### config.mk
export PLATFORM = sky130hd
export DESIGN_NAME = eeprom_reader
export DESIGN_NICKNAME = d
export VERILOG_FILES = /design/src/rtl/eeprom_reader_pkg.sv /design/src/rtl/eeprom_reader_dp.sv /design/src/rtl/eeprom_reader_ctrl.sv /design/src/rtl/eeprom_reader.sv
export SDC_FILE = /design/constraint.sdc
export NUM_CORES = 1
export LEC_CHECK = 0
export BUFFER_PORTS_ARGS = -buffer_cell sky130_fd_sc_hd__buf_2
export CAP_MARGIN = 20
export CORE_MARGIN = 2
export CORE_UTILIZATION = 58
export DETAILED_ROUTE_END_ITERATION = 8
export MAX_ROUTING_LAYER = met4
export PLACE_DENSITY = 0.76
export SETUP_SLACK_MARGIN = 0.2
export SLEW_MARGIN = 10
export SYNTH_ARGS = -nofsm -noshare
export SYNTH_HDL_FRONTEND = slang
export SYNTH_SLANG_ARGS = --single-unit
### constraint.sdc
create_clock -name clk -period 2.25 [get_ports clk]
set_input_delay 0.225 -clock clk [delete_from_list [all_inputs] [get_ports clk]]
set_output_delay 0.225 -clock clk [all_outputs]
set_load 0.01 [all_outputs]
### src/rtl/eeprom_reader_pkg.sv
package eeprom_reader_pkg;

  localparam int OP_W = 8;
  localparam logic [OP_W-1:0] OP_READ   = 8'h03;
  localparam logic [OP_W-1:0] OP_STATUS = 8'h05;

  typedef enum logic [2:0] {
    ST_IDLE,
    ST_PRE,
    ST_SETUP,
    ST_HIGH,
    ST_LOW,
    ST_GAP
  } seqState_t;

  // strobes from control to datapath
  typedef struct packed {
    logic loadHost;   // latch address, count and mode
    logic loadShift;  // load opcode (and address) into the output shifter
    logic shiftOut;   // advance the output shifter at a falling clock edge
    logic capture;    // sample serial input at a falling clock edge
    logic emit;       // present a byte, step address, decrement count
  } dpCtrl_t;

endpackage

### src/rtl/eeprom_reader_dp.sv
module eeprom_reader_dp
  import eeprom_reader_pkg::*;
#(
  parameter int ADDR_W = 8,
  parameter int DATA_W = 8,
  parameter int CNT_W  = 9
) (
  input  logic              clk,
  input  logic              rst,
  input  dpCtrl_t           ctrl,
  input  logic [ADDR_W-1:0] hostAddr,
  input  logic [CNT_W-1:0]  hostCount,
  input  logic              hostStatus,
  input  logic              miso,
  output logic              mosi,
  output logic [DATA_W-1:0] rdData,
  output logic              rdValid,
  output logic              statusSel,
  output logic              noneLeft,
  output logic              emptyReq
);

  localparam int SR_W = OP_W + ADDR_W;

  logic [SR_W-1:0]   outSr;
  logic [DATA_W-1:0] inSr;
  logic [ADDR_W-1:0] curAddr;
  logic [CNT_W-1:0]  bytesLeft;
  logic              modeNow;
  logic [ADDR_W-1:0] addrNow;

  // on the cycle the host values are latched, use them directly
  assign modeNow  = ctrl.loadHost ? hostStatus : statusSel;
  assign addrNow  = ctrl.loadHost ? hostAddr   : curAddr;
  assign mosi     = outSr[SR_W-1];
  assign noneLeft = (bytesLeft == '0);
  assign emptyReq = !hostStatus && (hostCount == '0);

  always_ff @(posedge clk) begin
    if (rst) begin
      outSr     <= '0;
      inSr      <= '0;
      curAddr   <= '0;
      bytesLeft <= '0;
      statusSel <= 1'b0;
      rdData    <= '0;
      rdValid   <= 1'b0;
    end else begin
      rdValid <= ctrl.emit;
      if (ctrl.loadHost) begin
        curAddr   <= hostAddr;
        bytesLeft <= hostStatus ? CNT_W'(1) : hostCount;
        statusSel <= hostStatus;
      end
      if (ctrl.loadShift) begin
        outSr <= modeNow ? {OP_STATUS, ADDR_W'(0)} : {OP_READ, addrNow};
      end else if (ctrl.shiftOut) begin
        outSr <= {outSr[SR_W-2:0], 1'b0};
      end
      if (ctrl.capture) begin
        inSr <= {inSr[DATA_W-2:0], miso};
      end
      if (ctrl.emit) begin
        rdData    <= inSr;
        curAddr   <= curAddr + 1'b1;
        bytesLeft <= bytesLeft - 1'b1;
      end
    end
  end

endmodule

### src/rtl/eeprom_reader_ctrl.sv
module eeprom_reader_ctrl
  import eeprom_reader_pkg::*;
#(
  parameter int HALF_DIV = 4,
  parameter int ADDR_W   = 8,
  parameter int DATA_W   = 8
) (
  input  logic    clk,
  input  logic    rst,
  input  logic    start,
  input  logic    statusSel,
  input  logic    noneLeft,
  input  logic    emptyReq,
  output dpCtrl_t ctrl,
  output logic    csN,
  output logic    sck,
  output logic    busy,
  output logic    done
);

  localparam int DIV_W     = (HALF_DIV > 1) ? $clog2(HALF_DIV) : 1;
  localparam int FULL_BITS = OP_W + ADDR_W + DATA_W;
  localparam int STAT_BITS = OP_W + DATA_W;
  localparam int BIT_W     = $clog2(FULL_BITS + 1);
  localparam logic [DIV_W-1:0] DIV_LAST = DIV_W'(HALF_DIV - 1);

  seqState_t        state, nxt;
  logic [DIV_W-1:0] divCnt;
  logic [1:0]       preCnt, nxtPre;
  logic [BIT_W-1:0] bitIdx, lastBit, firstIn;
  logic             prePending;
  logic             tick;
  logic             doneNext;

  assign tick    = (divCnt == DIV_LAST);
  assign lastBit = statusSel ? BIT_W'(STAT_BITS - 1) : BIT_W'(FULL_BITS - 1);
  assign firstIn = statusSel ? BIT_W'(OP_W) : BIT_W'(OP_W + ADDR_W);
  assign busy    = (state != ST_IDLE);

  always_comb begin
    nxt      = state;
    nxtPre   = preCnt;
    ctrl     = '0;
    doneNext = 1'b0;
    unique case (state)
      ST_IDLE: begin
        if (start) begin
          if (emptyReq) begin
            doneNext = 1'b1;
          end else begin
            ctrl.loadHost = 1'b1;
            if (prePending) begin
              nxt    = ST_PRE;
              nxtPre = 2'd0;
            end else begin
              nxt            = ST_SETUP;
              ctrl.loadShift = 1'b1;
            end
          end
        end
      end
      ST_PRE: begin
        if (tick) begin
          if (preCnt == 2'd3) begin
            nxt            = ST_SETUP;
            ctrl.loadShift = 1'b1;
          end else begin
            nxtPre = preCnt + 2'd1;
          end
        end
      end
      ST_SETUP: begin
        if (tick) nxt = ST_HIGH;
      end
      ST_HIGH: begin
        if (tick) begin
          nxt           = ST_LOW;
          ctrl.shiftOut = 1'b1;
          ctrl.capture  = (bitIdx >= firstIn);
        end
      end
      ST_LOW: begin
        if (tick) begin
          if (bitIdx == lastBit) begin
            nxt       = ST_GAP;
            ctrl.emit = 1'b1;
          end else begin
            nxt = ST_HIGH;
          end
        end
      end
      ST_GAP: begin
        if (tick) begin
          if (noneLeft) begin
            nxt      = ST_IDLE;
            doneNext = 1'b1;
          end else begin
            nxt            = ST_SETUP;
            ctrl.loadShift = 1'b1;
          end
        end
      end
      default: nxt = ST_IDLE;
    endcase
  end

  always_ff @(posedge clk) begin
    if (rst) begin
      state      <= ST_IDLE;
      divCnt     <= '0;
      preCnt     <= '0;
      bitIdx     <= '0;
      prePending <= 1'b1;
      csN        <= 1'b1;
      sck        <= 1'b0;
      done       <= 1'b0;
    end else begin
      state  <= nxt;
      preCnt <= nxtPre;
      done   <= doneNext;
      if (state == ST_IDLE || tick) divCnt <= '0;
      else                          divCnt <= divCnt + 1'b1;
      if (nxt == ST_SETUP)                         bitIdx <= '0;
      else if (state == ST_LOW && nxt == ST_HIGH)  bitIdx <= bitIdx + 1'b1;
      if (nxt == ST_PRE) prePending <= 1'b0;
      // outputs registered from the next state: no decode glitches
      csN <= !(nxt == ST_SETUP || nxt == ST_HIGH || nxt == ST_LOW);
      sck <= (nxt == ST_HIGH) || (nxt == ST_PRE && !nxtPre[0]);
    end
  end

endmodule

### src/rtl/eeprom_reader.sv
module eeprom_reader
  import eeprom_reader_pkg::*;
#(
  parameter int HALF_DIV = 4,
  parameter int ADDR_W   = 8,
  parameter int DATA_W   = 8,
  parameter int CNT_W    = 9
) (
  input  logic              clk,
  input  logic              rst,
  input  logic              start,
  input  logic              statusRead,
  input  logic [ADDR_W-1:0] startAddr,
  input  logic [CNT_W-1:0]  byteCount,
  output logic              spiCsN,
  output logic              spiSck,
  output logic              spiMosi,
  input  logic              spiMiso,
  output logic [DATA_W-1:0] rdData,
  output logic              rdValid,
  output logic              busy,
  output logic              done
);

  dpCtrl_t dpCtrl;
  logic    statusSel;
  logic    noneLeft;
  logic    emptyReq;

  eeprom_reader_ctrl #(
    .HALF_DIV(HALF_DIV),
    .ADDR_W  (ADDR_W),
    .DATA_W  (DATA_W)
  ) i_ctrl (
    .clk      (clk),
    .rst      (rst),
    .start    (start),
    .statusSel(statusSel),
    .noneLeft (noneLeft),
    .emptyReq (emptyReq),
    .ctrl     (dpCtrl),
    .csN      (spiCsN),
    .sck      (spiSck),
    .busy     (busy),
    .done     (done)
  );

  eeprom_reader_dp #(
    .ADDR_W(ADDR_W),
    .DATA_W(DATA_W),
    .CNT_W (CNT_W)
  ) i_dp (
    .clk       (clk),
    .rst       (rst),
    .ctrl      (dpCtrl),
    .hostAddr  (startAddr),
    .hostCount (byteCount),
    .hostStatus(statusRead),
    .miso      (spiMiso),
    .mosi      (spiMosi),
    .rdData    (rdData),
    .rdValid   (rdValid),
    .statusSel (statusSel),
    .noneLeft  (noneLeft),
    .emptyReq  (emptyReq)
  );

endmodule

; ---- Yosys cells after proc, flatten, opt, wreduce, memory -nomap -nowiden
; Cells that the tools add are included.
[word_totals]
out_inout_bits = 14
wordCells = 107
register_bits = 67
[classes]
reduce_logical = 20
n_mux = 48
add_sub_neg = 5
n_lt_le_gt_ge = 1
n_eq_ne = 17
[op_table]
columns = operator, count
row1 = 16-bit two-way mux, 2
row2 = 3-bit two-way mux, 9
row3 = 9-bit two-way mux, 3
row4 = 2-bit two-way mux, 11
row5 = 9-bit logical NOT, 2
row6 = 3-bit case mux with 6 select lines, 1
row7 = 8-bit two-way mux, 2
row8 = 1-bit two-way mux, 14
row9 = 3-bit by 2-bit == test with 1-bit output (second input constant), 4
row10 = 11-bit two-way mux, 1
row11 = 5-bit two-way mux, 2
row12 = 3-bit == test (second input constant), 3
row13 = 9-bit by 1-bit subtractor with 9-bit output (second input constant), 1
row14 = 8-bit by 1-bit adder with 8-bit output (second input constant), 1
row15 = 3-bit by 1-bit == test with 1-bit output (second input constant), 2
row16 = 2-bit != test (second input constant), 3
row17 = 6-bit AND reduction, 1
row18 = 2-bit nonzero test, 3
row19 = 5-bit by 1-bit adder with 5-bit output (second input constant), 1
row20 = 5-bit == test, 1
row21 = 5-bit >= comparator, 1
row22 = 2-bit by 1-bit adder with 2-bit output (second input constant), 2
row23 = 2-bit == test (second input constant), 2
row24 = 1-bit logical OR, 4
row25 = other kinds (9), 15

; ---- Depth between registers and ports, before layout
[logic_depth]
ltp_word = 9
depth_mapped = 9

; ---- By module
; Synthesis repeated with hierarchy kept, for this count alone.
[unflattened]
hier_cells = 358
area_unflattened_um2 = 3278.1
[by_module_without_submodules]
columns = mod, cells_per_inst, seq_area_each_um2, area_per_inst_um2, instances
row1 = eeprom_reader_dp, 251, 1021.0, 2348.5, 1
row2 = eeprom_reader_ctrl, 107, 320.3, 929.6, 1

; ---- Worst setup path after synthesis
; OpenSTA, ideal clock, no wires.
[synth_path]
path_type = register to register
start = register i_ctrl.state[2]
end = register i_dp.outSr[7]
n_path_buf = 2
path_slack_ps = 222
setup_ps = 136
stages_incl_launch_ff = 8
t_arrival_ps = 1892
path_cell_list = dfxtp_1 > buf_6 > or4b_4 > a311oi_4 > a21oi_2 > buf_6 > a311oi_1 > a311oi_2
[synth_between]
elab_chain_len = 5
word_cells_on_any_way = 12
cone_classes = eq/ne: 3 / mux: 7 / reduce/logical: 2
[synth_lines]
columns = element, line
row1 = from (decl), eeprom_reader_ctrl.sv:27  ; seqState_t state, nxt;
row2 = from (signal assigned), eeprom_reader_ctrl.sv:118  ; state <= nxt;
row3 = 3-bit logical NOT, eeprom_reader_ctrl.sv:45  ; unique case (state)
row4 = 1-bit two-way mux, eeprom_reader_ctrl.sv:45
row5 = 8-bit two-way mux / 1-bit two-way mux (equally long branches), n/a
row6 = 11-bit two-way mux, eeprom_reader_dp.sv:56  ; outSr <= modeNow ? {OP_STATUS, ADDR_W'(0)} : {OP_READ, addrNow};
row7 = 16-bit two-way mux, eeprom_reader_dp.sv:55  ; if (ctrl.loadShift) begin
row8 = to (signal assigned), eeprom_reader_dp.sv:56
row9 = to (signal assigned), eeprom_reader_dp.sv:58  ; outSr <= {outSr[SR_W-2:0], 1'b0};
row10 = to (decl), eeprom_reader_dp.sv:25  ; logic [SR_W-1:0] outSr;
; Parallel ways exist; a longest one is shown, timed or not.
; A chain may end at the register's enable or synchronous reset.

; ---- Worst setup path in the final report
; Same ends and word-level chain as after synthesis.

==> summary.md <==
| Metric | Value |
|---|---|
| Status | `finished clean` |
| Max transition margin | `0.656` |
| First-pass GRT wire length | `13,900 um` |
| Core Region | `5570 sq um` |
| Worst hold-check path type | `in2reg` |
| Syn Area/Cell | `8.45 sq um` |
| RSZ-0062 raised after global routing | `yes` |
| DP Wirelength | `5760 um` |
| IO Pins | `36` |
| Sequential cell area fraction in the yosys report | `0.394` |
| Gpl congestion | `0.821` |
| Crit start category | `flip-flop` |
| Number of global-route vias before repair | `2,993` |
| Clock transition at the registers of the reported paths | `0.07 ns` |
| Static Leak | `1.57 nW` |
| Pwr Density | `714 nW/um^2` |
| DR WL/cell | `15.6 um` |
| CP Buf/Inv Count | `0` |
| Die width | `80.6 um` |
| Top post-synthesis cells by area | `dfxtp_1, nand2_1, nor2_1` |
| Area of the mapped netlist | `3410 sq um` |
| Layout Nets | `492` |
| Placed Cells | `514` |
| Drt initial violations | `256` |
| Largest net degree at the start of global routing | `35` |
| Post-route insts no fill | `537` |
| Worst Path Arrival | `2.23 ns` |
| Synthesized flop and latch total | `67` |
| Synthesis Warnings | `0` |
| Slowest stage delay, CP | `0.57 ns` |
| Post-route ant nets | `0` |
| GR Overflow Total | `0` |
| Fin crit share | `0.892` |
| Vias/cell | `6.00` |
| Max Root-Sink Buffers | `2` |
| Setup_tns | `0 ns` |
| Syn Inst Count | `403` |
| CP delay by family, top | `compound AO/OA/AOI/OAI gates` |
| FMAX | `498 MHz` |
| Total die area | `6500 sq um` |
| Crit Path Category | `reg2reg` |
| Synth cell count leaders | `dfxtp_1, nand2_1, nor2_1` |
| Least-Margin Pin Slew | `0.514 ns` |
| Critical path fanouts, max | `17` |
| Peak VDD IR | `498 uV` |
| Slew Limit Fails | `0` |
| Primary flip-flop cell chosen by synthesis mapping | `dfxtp_1` |
| Reg2Reg Setup Slack | `0.24 ns` |
| Total Wirelength | `8390 um` |
| Post-synth ARST share | `0` |
| Fin. Hold Viols | `0` |
| Most common cell in the netlist | `dfxtp_1` |
| CP Capture Type | `flip-flop` |
| Residual DRC | `0` |
| Required time of the worst setup path | `2.47 ns` |
| Overall Global Routing Usage | `0.282` |
| Core Rows | `27` |
| Net count of the mapped netlist | `435` |
| First-pass DRT Iterations | `8` |
| TritonCTS clock tree | `built` |
| WHS | `0.111 ns` |
| Synth cell types | `62` |
| Clock latency on the worst-skew pair | `0.35 ns` |
| Critical path, cell by cell | `or4b_4, a311oi_4, a21oi_4, a311oi_1, a311oi_2` |
| Area delta synth->final | `18.9%` |
| Num CTS Buffers | `9` |
| Area share of the largest cell type after synthesis | `0.394` |
| CP max-delay cell | `or4b_4` |
| Post-route minimum period | `2.01 ns` |
| Post-synth EDFFs | `0` |
| Skew final | `0.0135 ns` |
| Initial Util | `0.611` |
| Port buffer count | `35` |
| Initial antenna violation count | `0` |
| Sink Count | `67` |
| Max Cap Viol | `0` |
| Area leader, netlist | `dfxtp_1` |
| Setup violators final | `0` |
| Clk root buf | `clkbuf_8` |
| Vias | `3,223` |
| H-tree Lvls | `3` |
| Hold Buf Count CTS | `0` |
| Layout cells sized above 1 | `0.226` |
| Die Ht | `80.6 um` |
| ANT cells | `0` |
[cells in the final DEF, fill, tap and decap left out, drive strengths merged, types with 4 or more instances in the layout]
| cell | instances |
|---|---|
| a21oi | 30 |
| a22oi | 4 |
| a311oi | 20 |
| a31oi | 10 |
| buf | 69 |
| clkbuf | 12 |
| dfxtp | 67 |
| ha | 10 |
| inv | 12 |
| mux2i | 10 |
| nand2 | 64 |
| nand3 | 13 |
| nand4 | 6 |
| nor2 | 43 |
| nor2b | 5 |
| nor3 | 8 |
| nor3b | 7 |
| nor4 | 8 |
| o21ai | 10 |
[layout make-up]
| type | instances | area, sq um |
|---|---|---|
| Multi-Input combinational cell | 301 | 1940 |
| Tap cell | 72 | 90.1 |
| Timing Repair Buffer | 69 | 450 |
| Inverter | 12 | 45.0 |
| Clock buffer | 12 | 155 |
| Fill cell | 444 | 1520 |
| Clock inverter | 4 | 25.0 |
| Sequential cell | 67 | 1340 |
[logic make-up after synthesis]
group	share of synthesized area
AOI/OAI and AO/OA	0.219
xor gates and xnor gates	0.0154
adders and majority gates	0.0367
buffers and inverters	0.0466
DFF	0.394
muxes	0.0294
and+or+nand+nor	0.259
[through the flow]
stage	instance area (sq um)	utilization	worst slack [ns]	total power, mW
6_report	4050	0.727	0.242	2.89
5_1_grt	4050	0.727	0.109	3.02
4_1_cts	3980	0.714	0.175	2.87
3_5_place_dp	3770	0.677	0.0846	1.95
3_3_place_gp	3770	0.677	0.144	1.93
2_1_floorplan	3410	-	0.222	1.76
[repair_timing]
| item | CTS | global route |
|---|---|---|
| resized for setup | 4 | 7 |
| endpoints found under the setup margin | 18 | 29 |
| pin swaps | 0 | 6 |
| buffers inserted | 0 | 7 |
[final timing paths]
kind	start	endpoint	cells after the start
hold / removal	spiMiso	i_dp.inSr[0]$_SDFFE_PP0P_	3
setup / recovery	i_ctrl.state[2]$_SDFF_PP0_	i_dp.outSr[7]$_SDFFE_PP0P_	5
hold reg to reg	i_ctrl.divCnt[0]$_SDFF_PP0_	i_ctrl.divCnt[0]$_SDFF_PP0_	1
setup reg to reg	i_ctrl.state[2]$_SDFF_PP0_	i_dp.outSr[7]$_SDFFE_PP0P_	5
[sequential cells by signal, summed over array words and instances (netlist names)]
register	cells
i_dp.outSr	16
i_dp.bytesLeft	9
i_dp.curAddr	8
i_dp.inSr	8
i_dp.rdData	8
i_ctrl.bitIdx	5
i_ctrl.state	3
i_ctrl.divCnt	2
i_ctrl.preCnt	2
i_ctrl.csN	1
i_ctrl.done	1
i_ctrl.prePending	1
i_ctrl.sck	1
i_dp.rdValid	1
i_dp.statusSel	1
[worst min-delay path, cell delays in order]
cell and delay [ns]:
buf_2 0.08, mux2i_1 0.05, nor2_1 0.07
[layer usage]
layer | vias up | GRT usage | routed length, um
met5 | - | - | 0
met4 | 0 | 0.100 | 155
met3 | 19 | 0.0719 | 508
met2 | 103 | 0.427 | 3930
met1 | 1508 | 0.368 | 3790
li1 | 1593 | - | -
[power breakdown]
group	internal [mW]	total (mW)	switching [mW]	leakage, nW
Sequential	1.27	1.34	0.0682	0.544
Clock	0.456	0.920	0.463	0.0884
Combinational	0.282	0.633	0.352	0.940
Total	2.01	2.89	0.883	1.57
(Power assumes the default switching activity.)
